**src/rtl/stat_cnt_pkg.sv**
```systemverilog
package stat_cnt_pkg;
  localparam int STAT_CNT_W = 32;
  localparam logic [STAT_CNT_W-1:0] EVT_TEST_PRESET = 32'h7FFF_FFFC;
  localparam logic [STAT_CNT_W-1:0] LEN_TEST_PRESET = 32'h7FFF_FF80;
endpackage

```
**src/rtl/stat_mode_reg.sv**
```systemverilog
module stat_mode_reg (
  input  logic clk,
  input  logic rst_n,
  input  logic mode_we,
  input  logic mode_wdata,
  output logic test_mode
);
  always_ff @(posedge clk or negedge rst_n) begin
    if (!rst_n) test_mode <= 1'b0;
    else if (mode_we) test_mode <= mode_wdata;
  end

  // a write takes effect on the next edge
  p_mode_write_r11: assert property (@(posedge clk) disable iff (!rst_n)
    mode_we |=> (test_mode == $past(mode_wdata)));
  p_mode_hold_r11: assert property (@(posedge clk) disable iff (!rst_n)
    !mode_we |=> $stable(test_mode));
endmodule

```
**src/rtl/stat_cnt_cell.sv**
```systemverilog
module stat_cnt_cell #(
  parameter int CNT_W = 32,
  parameter int INC_W = 16,
  parameter logic [CNT_W-1:0] TEST_PRESET = '0
) (
  input  logic             clk,
  input  logic             rst_n,
  input  logic             inc_en,
  input  logic [INC_W-1:0] inc_amt,
  input  logic             rd_hit,
  input  logic             test_mode,
  output logic [CNT_W-1:0] value
);
  logic [CNT_W-1:0] base;
  logic [CNT_W-1:0] step;
  logic [CNT_W-1:0] nxt;

  always_comb begin
    if (rd_hit) base = test_mode ? TEST_PRESET : '0;
    else        base = value;
    step = inc_en ? CNT_W'(inc_amt) : '0;
    nxt  = base + step;
  end

  always_ff @(posedge clk or negedge rst_n) begin
    if (!rst_n) value <= '0;
    else        value <= nxt;
  end

  // read with test mode off reloads zero
  p_read_zero_r5: assert property (@(posedge clk) disable iff (!rst_n)
    (rd_hit && !test_mode && !inc_en) |=> (value == '0));
  // read with test mode on reloads this cell's preset
  p_read_preset_r6: assert property (@(posedge clk) disable iff (!rst_n)
    (rd_hit && test_mode && !inc_en) |=> (value == TEST_PRESET));
  // same-cycle increment stacks on the reload value
  p_read_inc_r8: assert property (@(posedge clk) disable iff (!rst_n)
    (rd_hit && inc_en) |=>
      (value == (($past(test_mode) ? TEST_PRESET : '0) + CNT_W'($past(inc_amt)))));
  // plain accumulate, modulo 2^CNT_W
  p_accum_r9: assert property (@(posedge clk) disable iff (!rst_n)
    (!rd_hit && inc_en) |=> (value == $past(value) + CNT_W'($past(inc_amt))));
  p_hold_r2: assert property (@(posedge clk) disable iff (!rst_n)
    (!rd_hit && !inc_en) |=> $stable(value));
endmodule

```
**src/rtl/stat_rd_port.sv**
```systemverilog
module stat_rd_port #(
  parameter int CNT_W   = 32,
  parameter int NUM_CNT = 6,
  parameter int ADDR_W  = 3
) (
  input  logic                     clk,
  input  logic                     rst_n,
  input  logic                     rd_en,
  input  logic [ADDR_W-1:0]        rd_addr,
  input  logic [NUM_CNT*CNT_W-1:0] cnt_vals,
  output logic [NUM_CNT-1:0]       rd_hit,
  output logic [CNT_W-1:0]         rd_data,
  output logic                     rd_vld
);
  logic [CNT_W-1:0] sel;

  for (genvar k = 0; k < NUM_CNT; k++) begin : g_dec
    assign rd_hit[k] = rd_en && (rd_addr == ADDR_W'(k));
  end

  always_comb begin
    sel = '0;
    for (int k = 0; k < NUM_CNT; k++) begin
      if (rd_hit[k]) sel = cnt_vals[k*CNT_W +: CNT_W];
    end
  end

  always_ff @(posedge clk or negedge rst_n) begin
    if (!rst_n) begin
      rd_vld  <= 1'b0;
      rd_data <= '0;
    end else begin
      rd_vld  <= rd_en;
      rd_data <= rd_en ? sel : '0;
    end
  end

  // valid follows the strobe by one edge
  p_rd_vld_r4: assert property (@(posedge clk) disable iff (!rst_n)
    rd_en |=> rd_vld);
  p_rd_idle_r4: assert property (@(posedge clk) disable iff (!rst_n)
    !rd_en |=> !rd_vld);
  p_one_hit_r4: assert property (@(posedge clk) disable iff (!rst_n)
    $onehot0(rd_hit));
  // returned word is the pre-side-effect value
  p_rd_data_r4: assert property (@(posedge clk) disable iff (!rst_n)
    (rd_en && (int'(rd_addr) < NUM_CNT)) |=>
      (rd_data == $past(cnt_vals[int'(rd_addr)*CNT_W +: CNT_W])));
  // unmapped address reads zero
  p_unmapped_r10: assert property (@(posedge clk) disable iff (!rst_n)
    (rd_en && (int'(rd_addr) >= NUM_CNT)) |=> (rd_data == '0));
endmodule

```
**src/rtl/stat_cnt_bank.sv**
```systemverilog
module stat_cnt_bank
  import stat_cnt_pkg::*;
#(
  parameter int CNT_W   = STAT_CNT_W,
  parameter int NUM_EVT = 3,
  parameter int NUM_LEN = 3,
  parameter int LEN_W   = 16,
  parameter int ADDR_W  = 3,
  parameter logic [CNT_W-1:0] EVT_PRESET = EVT_TEST_PRESET,
  parameter logic [CNT_W-1:0] LEN_PRESET = LEN_TEST_PRESET
) (
  input  logic                     clk,
  input  logic                     rst_n,
  input  logic                     mode_we,
  input  logic                     mode_wdata,
  input  logic [NUM_EVT-1:0]       evt_pulse,
  input  logic [NUM_LEN-1:0]       len_pulse,
  input  logic [NUM_LEN*LEN_W-1:0] len_bytes,
  input  logic                     rd_en,
  input  logic [ADDR_W-1:0]        rd_addr,
  output logic [CNT_W-1:0]         rd_data,
  output logic                     rd_vld
);
  localparam int NUM_CNT = NUM_EVT + NUM_LEN;

  logic                     test_mode;
  logic [NUM_CNT-1:0]       rd_hit;
  logic [NUM_CNT*CNT_W-1:0] cnt_vals;

  stat_mode_reg u_mode (
    .clk        (clk),
    .rst_n      (rst_n),
    .mode_we    (mode_we),
    .mode_wdata (mode_wdata),
    .test_mode  (test_mode)
  );

  for (genvar i = 0; i < NUM_EVT; i++) begin : g_evt
    stat_cnt_cell #(
      .CNT_W       (CNT_W),
      .INC_W       (1),
      .TEST_PRESET (EVT_PRESET)
    ) u_cell (
      .clk       (clk),
      .rst_n     (rst_n),
      .inc_en    (evt_pulse[i]),
      .inc_amt   (1'b1),
      .rd_hit    (rd_hit[i]),
      .test_mode (test_mode),
      .value     (cnt_vals[i*CNT_W +: CNT_W])
    );
  end

  for (genvar j = 0; j < NUM_LEN; j++) begin : g_len
    stat_cnt_cell #(
      .CNT_W       (CNT_W),
      .INC_W       (LEN_W),
      .TEST_PRESET (LEN_PRESET)
    ) u_cell (
      .clk       (clk),
      .rst_n     (rst_n),
      .inc_en    (len_pulse[j]),
      .inc_amt   (len_bytes[j*LEN_W +: LEN_W]),
      .rd_hit    (rd_hit[NUM_EVT+j]),
      .test_mode (test_mode),
      .value     (cnt_vals[(NUM_EVT+j)*CNT_W +: CNT_W])
    );
  end

  stat_rd_port #(
    .CNT_W   (CNT_W),
    .NUM_CNT (NUM_CNT),
    .ADDR_W  (ADDR_W)
  ) u_rd (
    .clk      (clk),
    .rst_n    (rst_n),
    .rd_en    (rd_en),
    .rd_addr  (rd_addr),
    .cnt_vals (cnt_vals),
    .rd_hit   (rd_hit),
    .rd_data  (rd_data),
    .rd_vld   (rd_vld)
  );

  // an unmapped read leaves every counter untouched
  p_unmapped_keep_r10: assert property (@(posedge clk) disable iff (!rst_n)
    (rd_en && (int'(rd_addr) >= NUM_CNT) && !(|evt_pulse) && !(|len_pulse))
      |=> $stable(cnt_vals));
  // reset leaves the read port idle on the first edge without a strobe
  p_idle_after_rst_r1: assert property (@(posedge clk) disable iff (!rst_n)
    (!rd_en && !rd_vld) |=> (rd_data == '0));
endmodule

```
**config.mk**
```make
export PLATFORM = sky130hd
export DESIGN_NAME = stat_cnt_bank
export DESIGN_NICKNAME = d
export VERILOG_FILES = /design/src/rtl/stat_cnt_pkg.sv /design/src/rtl/stat_mode_reg.sv /design/src/rtl/stat_cnt_cell.sv /design/src/rtl/stat_rd_port.sv /design/src/rtl/stat_cnt_bank.sv
export SDC_FILE = /design/constraint.sdc
export NUM_CORES = 1
export LEC_CHECK = 0
export ABC_CLOCK_PERIOD_IN_PS = 2990
export BUFFER_PORTS_ARGS = -buffer_cell sky130_fd_sc_hd__clkbuf_2
export CORE_MARGIN = 3
export CORE_UTILIZATION = 56
export DETAILED_ROUTE_END_ITERATION = 10
export PLACE_DENSITY = 0.77
export SLEW_MARGIN = 20
export SYNTH_ARGS = -nofsm -noshare
export SYNTH_HDL_FRONTEND = slang
export SYNTH_HIERARCHICAL = 1
export SYNTH_SLANG_ARGS = --single-unit
```
**constraint.sdc**
```tcl
create_clock -name clk -period 2.99 [get_ports clk]
set_input_delay 0.4485 -clock clk [delete_from_list [all_inputs] [get_ports clk]]
set_output_delay 0.4485 -clock clk [all_outputs]
set_load 0.05 [all_outputs]
```
==> metrics.md <==
| Metric | Value |
|---|---|
| Inst Count DP | ~2100 |
| Largest net degree at the start of global routing | 66 |
| Layout area overhead | 18.6% |
| Final wirelength | 45.3 mm |
| Mapped Area | about 15000 um2 |
| CP required | about 3.4 ns |
| Die extent in x | 170 um |
| Sequential area share after synthesis | 37.8% |
| Final instance area | ~18000 um2 |
| Core ar. | ~26000 um2 |
| Outcome | finished, final reports clean |
| I/O pin cnt | 95 |
| Slew HR | a little under two fifths |
| CP endpoint kind | flop |
| DRC | 0 |
| Dpl cell area | 16900 um2 |
| Compound-Gate Fraction of Synth Area | 21.5% |
| Worst-skew pair later-pin latency | 0.54 ns |
| Max Fclk | ~0.35 GHz |
| Synth top area share | a little under two fifths |
| Num rows | 59 |
| Antenna violations before repair | 3 |
| Yosys reg bits | between 200 and 250 |
| DR vias/cell | slightly above 6 |
| Peak VDD IR | 0.494 mV |
| Final worst slack | 0.146 ns |
| First-pass GRT wire length | between 70 and 80 mm |
| Worst min path class | input pin to flop |
| Post-synthesis xor/xnor area fraction | approximately 8.4% |
| Detailed Place HPWL | between 30 and 40 mm |
| Chip height | 170 um |
| Crit path max fanout | 9 |
| Total gr overflow | 0 |
| Largest cells by area after synthesis | dfrtp_1 38%, ha_1 4.8%, xor2_1 4.6% |
| Post-route insts no fill | roughly 2200 |
| Clock root buffer | clkbuf_16 |
| Slew @ Worst Pin | around 0.95 ns |
| Distinct cells, synth | 71 |
| Post-Syn Instances | 1618 |
| Clock tree buffer depth | 3 |
| FFs w/ async S/R, synth | 100% |
| Fraction of layout instances using a drive strength above 1 | 20.6% |
| Syn Area/Cell | ~9.3 um2 |
| PortBufs | 94 |
| CTS Buf Count | 25 |
| Final worst path period share | between 90% and 100% |
| Die area | 28700 um2 |
| Antenna-violating nets left | 0 |
| Post-Synth Simple-Gate Area | between 20% and 30% |
| Util after Layout | approximately two thirds |
| DR pass1 iterations | 6 |
| Adder-cell share of the synthesized area | 5.16% |
| H-tree depth | 1 |
| MaxCap Viol Count | 0 |
| Routability congestion estimate | 0.969 |
| Wire per inst | between 20 and 25 um |
| CTS tree | built |
| Critical path class | flop to flop |
| DR vias | roughly 14000 |
| # setup viols final | 0 |
| Vias in the first global route | between 10000 and 15000 |
| Yosys top cell by area | dfrtp_1 |
| Min Clock Period, post-route | ~2.8 ns |
| First DRT Iteration DRCs | ~1600 |
| Power per Cell Area | about 790 nW/um2 |
| Most frequent cells in the layout | 226 x dfrtp_1, 155 x buf_4, 123 x nand2_1, 115 x a21oi_1, 109 x o21ai_0 |
| Post-synthesis mux area share | just under 4% |
| Total track usage | a little under a third |
| Startpoint Class | flop |
| CTS clk-pin slew, worst paths | roughly 0.060 ns |
| Fin Clk Skew | ~0.025 ns |
| Post-synth EDFFs | 0 |
| Synth warnings | 6 |
| Leak | ~8 nW |
| Nets | around 2000 |
| Commonest non-fill, non-tap cell in the layout | dfrtp_1 |
| Clock sinks | ~230 |
| Hold Vio Cnt, Final | 0 |
| Data arrival, critical path | 3.25 ns |
| Post-Place Setup Slack | -0.223 ns |
| Initial core utilization | 57.2% |
| Top_reg_cell synth | dfrtp_1 |
| Slew Viols, Final | 0 |
| Main combinational cell family by area after synthesis | compound AO/OA/AOI/OAI gates |
## routing by layer
| layer | vias up | part of all wire (%) | global-route usage [%] |
|---|---|---|---|
| li1 | 6332 | - | - |
| met1 | 6567 | 41 | 40.8 |
| met2 | 533 | 49 | 53.3 |
| met3 | 102 | 7.3 | 5.10 |
| met4 | 2 | 3.3 | 9.89 |
| met5 | - | 0.029 | 0 |
## synth_stat cells (36+ instances only)
| master | instances |
|---|---|
| mux2i_1 | 57 |
| nand4_1 | 36 |
| and2_1 | 67 |
| clkbuf_1 | 36 |
| dfrtp_1 | 226 |
| xor2_1 | 78 |
| nor2b_1 | 50 |
| ha_1 | 57 |
| xnor2_1 | 66 |
| nand3_1 | 68 |
| a21oi_1 | 117 |
| a21o_1 | 57 |
| nand2_1 | 123 |
| o21ai_0 | 117 |
| nor2_1 | 75 |
## worst paths after layout
kind,end,start,cells past startpoint,slack (ns)
worst max-delay path,g_len[0].u_cell/value[30],u_mode/test_mode,12,0.15
worst min-delay path,u_mode/test_mode,mode_wdata,2,0.16
worst max register to register,g_len[0].u_cell/value[30],u_mode/test_mode,12,0.15
worst min register to register,g_len[2].u_cell/value[30],g_len[2].u_cell/value[30],1,0.54
max in group asynchronous,g_len[0].u_cell/value[20],rst_n,3,1.81
min in group asynchronous,g_evt[0].u_cell/value[20],rst_n,2,0.45
## kinds of logic after synthesis
| kind of cell | Yosys count |
|---|---|
| adders and majority gates | 60 |
| DFF | 226 |
| and+or+nand+nor | 545 |
| buffers and inverters | 97 |
| muxes | 58 |
| xor gates and xnor gates | 144 |
| other | 1 |
| AOI/OAI and AO/OA | 487 |
## repair_timing
item | 4_1_cts | 5_1_grt
endpoints found under the setup margin | 0 | 8
hold buffers | 1 | 0
setup buffers | 0 | 2
endpoints found under the hold margin | 53 | 0
gates resized for setup | 0 | 6
## sequential cells by signal (all words and copies together), names as in the netlist
name / cells
u_rd/rd_vld: 1
u_rd/rd_data: 32
g_len.u_cell/value: 96
u_mode/test_mode: 1
g_evt.u_cell/value: 96
## metrics by stage
stage / TNS (ns) / hold WS, ns / total power [mW]
floorplan: -3.56 / 0.153 / 8.66
global placement: -2.06 / 0.412 / 10.7
detailed placement: -5.38 / 0.408 / 10.9
CTS: 0 / 0.146 / 13.9
global route: -0.0135 / 0.149 / 14.8
finish: 0 / 0.159 / 14.0
## worst max-delay path, cell delays in order, from the launching register on
cell and delay [ns]:
dfrtp_1 0.41, buf_12 0.16, and2_1 0.19, buf_4 0.16, a21o_1 0.15, ha_1 0.33, nand4_1 0.14, o21bai_1 0.27
nor3_2 0.10, a21oi_4 0.29, and2_4 0.21, a41o_1 0.18, o211ai_2 0.08
## final cells by class
class / count / area [um2]
flip-flops and latches: 226 / 5660
inverters: 32 / 135
multi-input cells: 1297 / 9030
well taps: 335 / 419
clock inverters: 7 / 43.8
clock buffers: 38 / 724
repair buffers: 254 / 1750
fillers: 2086 / 8450
diodes: 2 / 5.00
## power breakdown
part	internal [mW]	total, mW	switching [mW]	leakage, nW
sequential	4.02	5.25	1.23	2.79
clock	1.67	2.94	1.27	0.374
combinational	2.73	5.78	3.05	4.85
Power figures use the tool's default switching activity.
